$ cat config.mk
export PLATFORM = sky130hd
export DESIGN_NAME = sine_pwm_modulator
export DESIGN_NICKNAME = d
export VERILOG_FILES = /design/src/rtl/spwm_pkg.sv /design/src/rtl/spwm_phase_acc.sv /design/src/rtl/spwm_carrier.sv /design/src/rtl/spwm_duty_calc.sv /design/src/rtl/spwm_gate_stage.sv /design/src/rtl/sine_pwm_modulator.sv
export SDC_FILE = /design/constraint.sdc
export NUM_CORES = 1
export LEC_CHECK = 0
export BUFFER_PORTS_ARGS = -buffer_cell sky130_fd_sc_hd__buf_2
export CORE_MARGIN = 2
export CORE_UTILIZATION = 55
export CTS_BUF_LIST = sky130_fd_sc_hd__clkbuf_2 sky130_fd_sc_hd__clkbuf_4 sky130_fd_sc_hd__clkbuf_8
export DETAILED_ROUTE_END_ITERATION = 7
export GPL_TIMING_DRIVEN = 0
export PLACE_DENSITY = 0.74
export SLEW_MARGIN = 20
export SYNTH_ARGS = -nofsm -noshare
export SYNTH_HDL_FRONTEND = slang
export SYNTH_HIERARCHICAL = 1
export SYNTH_SLANG_ARGS = --single-unit
$ cat constraint.sdc
create_clock -name clk -period 8.3 [get_ports clk]
set_input_delay 0.83 -clock clk [delete_from_list [all_inputs] [get_ports clk]]
set_output_delay 0.83 -clock clk [all_outputs]
set_load 0.03 [all_outputs]
$ cat src/rtl/spwm_pkg.sv
package spwm_pkg;

  typedef enum logic [1:0] {
    LEG_FLOAT = 2'd0,
    LEG_LOW   = 2'd1,
    LEG_HIGH  = 2'd2
  } leg_req_e;

  // Sine code for one table index: rational half-wave approximation,
  // mid-scale for zero, positive half first.
  function automatic int unsigned sine_code(input int unsigned idx,
                                            input int unsigned addr_w,
                                            input int unsigned data_w);
    int unsigned half, h, p, den, amp, mid, m;
    half = 1 << (addr_w - 1);
    h    = idx % half;
    p    = h * (half - h);
    den  = (5 * half * half) / 4 - p;
    amp  = (1 << (data_w - 1)) - 1;
    mid  = 1 << (data_w - 1);
    m    = (amp * 4 * p) / den;
    return (idx < half) ? (mid + m) : (mid - m);
  endfunction

endpackage

$ cat src/rtl/spwm_phase_acc.sv
module spwm_phase_acc #(
  parameter int ACC_W = 16
) (
  input  logic             clk,
  input  logic             rst_n,
  input  logic             en_i,
  input  logic [ACC_W-1:0] step_i,
  output logic [ACC_W-1:0] acc_o
);

  always_ff @(posedge clk or negedge rst_n) begin
    if (!rst_n)     acc_o <= '0;
    else if (!en_i) acc_o <= '0;
    else            acc_o <= acc_o + step_i;
  end

endmodule

$ cat src/rtl/spwm_carrier.sv
module spwm_carrier #(
  parameter int CNT_W = 9
) (
  input  logic             clk,
  input  logic             rst_n,
  input  logic             en_i,
  output logic [CNT_W-1:0] cnt_o,
  output logic             last_o
);

  always_ff @(posedge clk or negedge rst_n) begin
    if (!rst_n)     cnt_o <= '0;
    else if (!en_i) cnt_o <= '0;
    else            cnt_o <= cnt_o + 1'b1;
  end

  assign last_o = &cnt_o;

endmodule

$ cat src/rtl/spwm_duty_calc.sv
module spwm_duty_calc
  import spwm_pkg::*;
#(
  parameter int ADDR_W = 8,
  parameter int SIN_W  = 8,
  parameter int DEM_W  = 9,
  parameter int CNT_W  = 9
) (
  input  logic [ADDR_W-1:0] idx_i,
  input  logic [DEM_W-1:0]  demand_i,
  output logic [CNT_W-1:0]  duty_o
);

  localparam int DEPTH  = 1 << ADDR_W;
  localparam int PROD_W = SIN_W + 1 + DEM_W + 1;
  localparam logic [SIN_W-1:0]        SIN_MID = SIN_W'(1 << (SIN_W - 1));
  localparam logic signed [PROD_W:0]  DUTY_MID = (PROD_W + 1)'(1 << (CNT_W - 1));
  localparam logic signed [PROD_W:0]  DUTY_MAX = (PROD_W + 1)'((1 << CNT_W) - 1);

  logic [SIN_W-1:0] rom [DEPTH];

  for (genvar g = 0; g < DEPTH; g++) begin : g_rom
    assign rom[g] = SIN_W'(sine_code(g, ADDR_W, SIN_W));
  end

  logic [SIN_W-1:0]         code;
  logic signed [SIN_W:0]    off_s;
  logic signed [DEM_W:0]    dem_s;
  logic signed [PROD_W-1:0] prod;
  logic signed [PROD_W-1:0] scaled;
  logic signed [PROD_W:0]   sum;

  assign code   = rom[idx_i];
  assign off_s  = $signed({1'b0, code}) - $signed({1'b0, SIN_MID});
  assign dem_s  = $signed({1'b0, demand_i});
  assign prod   = off_s * dem_s;
  assign scaled = prod >>> DEM_W;
  assign sum    = DUTY_MID + scaled;

  always_comb begin
    if (sum[PROD_W])          duty_o = '0;
    else if (sum > DUTY_MAX)  duty_o = '1;
    else                      duty_o = sum[CNT_W-1:0];
  end

endmodule

$ cat src/rtl/spwm_gate_stage.sv
module spwm_gate_stage
  import spwm_pkg::*;
(
  input  logic     clk,
  input  logic     rst_n,
  input  logic     en_i,
  input  leg_req_e req_i,
  output logic     hs_o,
  output logic     ls_o
);

  // A switch may close only after its partner has been open for a cycle.
  always_ff @(posedge clk or negedge rst_n) begin
    if (!rst_n) begin
      hs_o <= 1'b0;
      ls_o <= 1'b0;
    end else if (!en_i) begin
      hs_o <= 1'b0;
      ls_o <= 1'b0;
    end else begin
      hs_o <= (req_i == LEG_HIGH) && !ls_o;
      ls_o <= (req_i == LEG_LOW)  && !hs_o;
    end
  end

endmodule

$ cat src/rtl/sine_pwm_modulator.sv
module sine_pwm_modulator
  import spwm_pkg::*;
#(
  parameter int ACC_W  = 16,
  parameter int ADDR_W = 8,
  parameter int SIN_W  = 8,
  parameter int CNT_W  = 9,
  parameter int DEM_W  = 9,
  parameter int WIN_W  = 512
) (
  input  logic             clk,
  input  logic             rst_n,
  input  logic             en_i,
  input  logic [DEM_W-1:0] demand_i,
  input  logic [ACC_W-1:0] step_i,
  input  logic             oc_i,
  output logic [2:0]       hs_o,
  output logic [2:0]       ls_o,
  output logic             win_o,
  output logic             fg_o
);

  localparam int PHASES = 3;
  localparam logic [ACC_W-1:0] WIN_L    = ACC_W'(WIN_W);
  localparam logic [CNT_W-1:0] DUTY_RST = CNT_W'(1 << (CNT_W - 1));

  logic [ACC_W-1:0] acc_q;
  logic [CNT_W-1:0] cnt_q;
  logic             period_end;
  logic             win_c;
  logic             oc_hold;
  logic             hs_block;

  spwm_phase_acc #(.ACC_W(ACC_W)) u_acc (
    .clk    (clk),
    .rst_n  (rst_n),
    .en_i   (en_i),
    .step_i (step_i),
    .acc_o  (acc_q)
  );

  spwm_carrier #(.CNT_W(CNT_W)) u_carrier (
    .clk    (clk),
    .rst_n  (rst_n),
    .en_i   (en_i),
    .cnt_o  (cnt_q),
    .last_o (period_end)
  );

  // Sensing window just after each zero crossing of phase A.
  assign win_c = {1'b0, acc_q[ACC_W-2:0]} < WIN_L;

  // Overcurrent cutoff latched until the carrier period closes.
  always_ff @(posedge clk or negedge rst_n) begin
    if (!rst_n)                  oc_hold <= 1'b0;
    else if (!en_i || period_end) oc_hold <= 1'b0;
    else                         oc_hold <= oc_hold | oc_i;
  end

  assign hs_block = oc_i | oc_hold;

  for (genvar g = 0; g < PHASES; g++) begin : g_phase
    localparam int unsigned OFS = ((g * (1 << ACC_W)) + 1) / 3;
    localparam logic [ACC_W-1:0] OFS_L = ACC_W'(OFS);

    logic [ACC_W-1:0] ph;
    logic [CNT_W-1:0] duty_c;
    logic [CNT_W-1:0] duty_q;
    leg_req_e         req;
    logic             floats;
    logic             unused_ph_low;

    assign ph            = acc_q - OFS_L;
    assign unused_ph_low = ^ph[ACC_W-ADDR_W-1:0];

    spwm_duty_calc #(
      .ADDR_W (ADDR_W),
      .SIN_W  (SIN_W),
      .DEM_W  (DEM_W),
      .CNT_W  (CNT_W)
    ) u_duty (
      .idx_i    (ph[ACC_W-1 -: ADDR_W]),
      .demand_i (demand_i),
      .duty_o   (duty_c)
    );

    always_ff @(posedge clk or negedge rst_n) begin
      if (!rst_n)          duty_q <= DUTY_RST;
      else if (!en_i)      duty_q <= DUTY_RST;
      else if (period_end) duty_q <= duty_c;
    end

    if (g == 0) begin : g_sense
      assign floats = win_c;
    end else begin : g_plain
      assign floats = 1'b0;
    end

    always_comb begin
      if (floats)              req = LEG_FLOAT;
      else if (cnt_q < duty_q) req = hs_block ? LEG_FLOAT : LEG_HIGH;
      else                     req = LEG_LOW;
    end

    spwm_gate_stage u_gate (
      .clk   (clk),
      .rst_n (rst_n),
      .en_i  (en_i),
      .req_i (req),
      .hs_o  (hs_o[g]),
      .ls_o  (ls_o[g])
    );
  end

  always_ff @(posedge clk or negedge rst_n) begin
    if (!rst_n) begin
      win_o <= 1'b0;
      fg_o  <= 1'b0;
    end else if (!en_i) begin
      win_o <= 1'b0;
      fg_o  <= 1'b0;
    end else begin
      win_o <= win_c;
      fg_o  <= ~acc_q[ACC_W-1];
    end
  end

endmodule

==> flow_summary.ini <==
[global_routing]
first_global_vias = 18900
global_route.overflow_total = 0
grt_first_pass_wirelength_um = 96900
global_route.usage.total = 0.332
maximum_number_of_pins_on_one_net_before_global_route_repair = 62
initial_antenna_violation_count = 1

[status]
violations_in_the_final_reports = setup timing
run_status = complete, but fails checks

[placement]
hpwlAfterDp_um = 42800
dpl_worst_slack_ps = -1700
globalplace.congestion = 1.02
buffer_ports.inserted = 35

[clocking]
cts.htree.levels = 3
tritoncts_clock_tree = built
cts_num_sinks = 61
clkTransAtPathRegs_ps = 70
cts-root-to-sink-buffers = 2
cts-root-buf = sky130_fd_sc_hd__clkbuf_8
total_cts_buffers = 9
cts.hold.buffers_added = 0
insertion_delay_ps = 350

[worst_setup_path]
cp.arrival_ps = 8710
cp_num_buf_inv = 11
cp_slowest_cell = sky130_fd_sc_hd__a2111oi_0
cpPeakStageDelay_ps = 750
crit_path_start_kind = flop
critPathTopFamily = adder cells
worst_path_most_repeated_cell = sky130_fd_sc_hd__fa_1
timing.critical_path.required_ps = 8580
crit_path_end_kind = flop
timing.setup.critical_path_class = reg2reg
critical_path.max_fanout = 10

[logic_synthesis]
synthesis.yosys.warnings = 6
mappedNetlistNets = 2772
synth_top_flop_cell = sky130_fd_sc_hd__dfrtp_1
netlist_top_cells_area = sky130_fd_sc_hd__fa_1, sky130_fd_sc_hd__ha_1, sky130_fd_sc_hd__dfrtp_1
synth-edff-count = 0
yosys.area.top_type_share = 0.159
synth_area_sq_um = 18600
synth-async-reset-ratio = 1.00
synth_top_cell_by_area = sky130_fd_sc_hd__fa_1
synthDistinctLibCells = 112
synthCells = 2377
synth-seq-area-share = 0.0823
postSynthAreaPerCell_sq_um = 7.82
synth_seq_cells = 61

[sta]
report.final.slew_viol_count = 0
timing.setup.tns_ps = -1190
final-setup-viol-count = 15
grt_setup_unrepaired = true
timing_worst_slew_pin_value_ps = 1030
hold_viol_final = 0
worst_slew_margin_rel = 0.298
fin_crit_ps = 8430
post-route-worst-setup-slack_ps = -130
clock-skew-final_ps = 10.0
max_freq_mhz = 119
fin_crit_sh = 1.02

[route]
avgViaCountPerCell = 6.39
drt_pass1_iterations = 6
wirelength_um = 61200
routed-via-count = 19300
drtIter0Drc = 1998
drcViolationCount = 0
drt_antenna_net_count = 0
avgRoutedWirePerCell_um = 20.2

[finish]
layout.cells.most_common = sky130_fd_sc_hd__inv_1
layout-drive-gt1-share = 0.221
final_nets = 2967
areaGrowthSynthToFinish_pct = 20.4
antenna-diode-count = 0
layout_common_cells = sky130_fd_sc_hd__inv_1, sky130_fd_sc_hd__nand2_1, sky130_fd_sc_hd__ha_1

[flow_run]
max_cap_viol_count = 0

[floorplanning]
io-pin-count = 37
fp-row-count = 67
die_h_um = 188
fp.coreArea_sq_um = 33400
chipWidth_um = 188
dieArea_sq_um = 35300
initial_utilization = 0.556

[hold_path]
hold_class = reg2reg
[state kept, by name, indices dropped and copies added, names as in the netlist]
name	count
win_o	1
fg_o	1
u_acc/acc_o	16
u_carrier/cnt_o	9
g_phase.u_gate/ls_o	3
g_phase.u_gate/hs_o	3
g_phase.duty_q	27
oc_hold	1
[Yosys cell counts (18+ instances only)]
library cell / number
sky130_fd_sc_hd__a31oi_1: 29
sky130_fd_sc_hd__o21a_1: 19
sky130_fd_sc_hd__o211ai_1: 45
sky130_fd_sc_hd__nand2_1: 218
sky130_fd_sc_hd__nand3_1: 46
sky130_fd_sc_hd__clkbuf_1: 60
sky130_fd_sc_hd__a21o_1: 31
sky130_fd_sc_hd__inv_1: 232
sky130_fd_sc_hd__buf_2: 46
sky130_fd_sc_hd__o21ai_0: 126
sky130_fd_sc_hd__o21ai_1: 18
sky130_fd_sc_hd__a211oi_1: 27
sky130_fd_sc_hd__dfrtp_1: 58
sky130_fd_sc_hd__fa_1: 148
sky130_fd_sc_hd__a21oi_1: 154
sky130_fd_sc_hd__ha_1: 218
sky130_fd_sc_hd__nor2b_1: 67
sky130_fd_sc_hd__nor3_1: 43
sky130_fd_sc_hd__nor2_1: 141
sky130_fd_sc_hd__nand4_1: 18
sky130_fd_sc_hd__xnor2_1: 36
sky130_fd_sc_hd__and2_1: 133
sky130_fd_sc_hd__mux2i_1: 47
sky130_fd_sc_hd__nand2b_1: 58
[path summary, 6_finish.rpt]
| check | start | end | slack, ps | cells after the start |
|---|---|---|---|---|
| max in group asynchronous | rst_n | u_acc/acc_o[9]$_DFF_PN0_ | 7130 | 1 |
| setup / recovery | u_acc/acc_o[0]$_DFF_PN0_ | g_phase[1].duty_q[2]$_DFFE_PN0N_ | -130 | 38 |
| setup reg to reg | u_acc/acc_o[0]$_DFF_PN0_ | g_phase[1].duty_q[2]$_DFFE_PN0N_ | -130 | 38 |
| min in group asynchronous | rst_n | g_phase[2].duty_q[5]$_DFFE_PN0N_ | 560 | 1 |
| hold reg to reg | g_phase[0].duty_q[8]$_DFFE_PN1N_ | g_phase[0].duty_q[8]$_DFFE_PN1N_ | 540 | 2 |
| hold / removal | g_phase[0].duty_q[8]$_DFFE_PN1N_ | g_phase[0].duty_q[8]$_DFFE_PN1N_ | 540 | 2 |
[final cells by class]
type                    count  area [sq um]
clock inverters             2          16.3
well taps                 448           561
flip-flops and latches     61          1540
fillers                  2718         11100
plain buffers             145          1150
clock buffers              14           186
inverters                 237           908
repair buffers            191          1480
multi-input cells        1927         16500
[routing by layer]
metal / track usage / vias to the layer above / routed length [um] / part of all wire
li1: - / 8740 / - / -
met3: 0.0474 / 224 / 5970 / 0.098
met5: 0 / - / 0 / 0
met2: 0.531 / 1188 / 28100 / 0.46
met1: 0.463 / 9182 / 25200 / 0.41
met4: 0.108 / 0 / 2020 / 0.033
[worst register-to-register path, delay by kind of cell (launching register included)]
kind / cells / cell delay, ps
muxes: 1 / 90
DFF: 1 / 410
adders and majority gates: 7 / 2870
AOI/OAI and AO/OA: 13 / 2830
and+or+nand+nor: 6 / 790
buffers and inverters: 11 / 1360
[per-stage QoR]
step,utilization,std cells,hold slack (ps),area [sq um]
after global routing,0.669,3025,554,22400
after CTS,0.621,2939,539,20800
after detailed placement,0.578,2860,521,19300
after global placement,0.578,2860,518,19300
after floorplan,-,2377,490,18600
final,0.669,3025,536,22400
[logic make-up after synthesis]
family,after synthesis,synth area share
adders and majority gates,366,0.306
xor gates and xnor gates,49,0.0231
AOI/OAI and AO/OA,636,0.234
muxes,54,0.0316
and+or+nand+nor,822,0.232
buffers and inverters,389,0.0908
DFF,61,0.0823
[what timing repair did]
| item | in CTS | in global routing |
|---|---|---|
| buffers inserted | 68 | 87 |
| pin swaps | 36 | 89 |
| setup endpoints to repair | 27 | 27 |
| resized for setup | 183 | 282 |
| cloned | 0 | 1 |
Power is not shown: default switching activity piles up to over one toggle a cycle in this logic, so the estimate is an artifact.
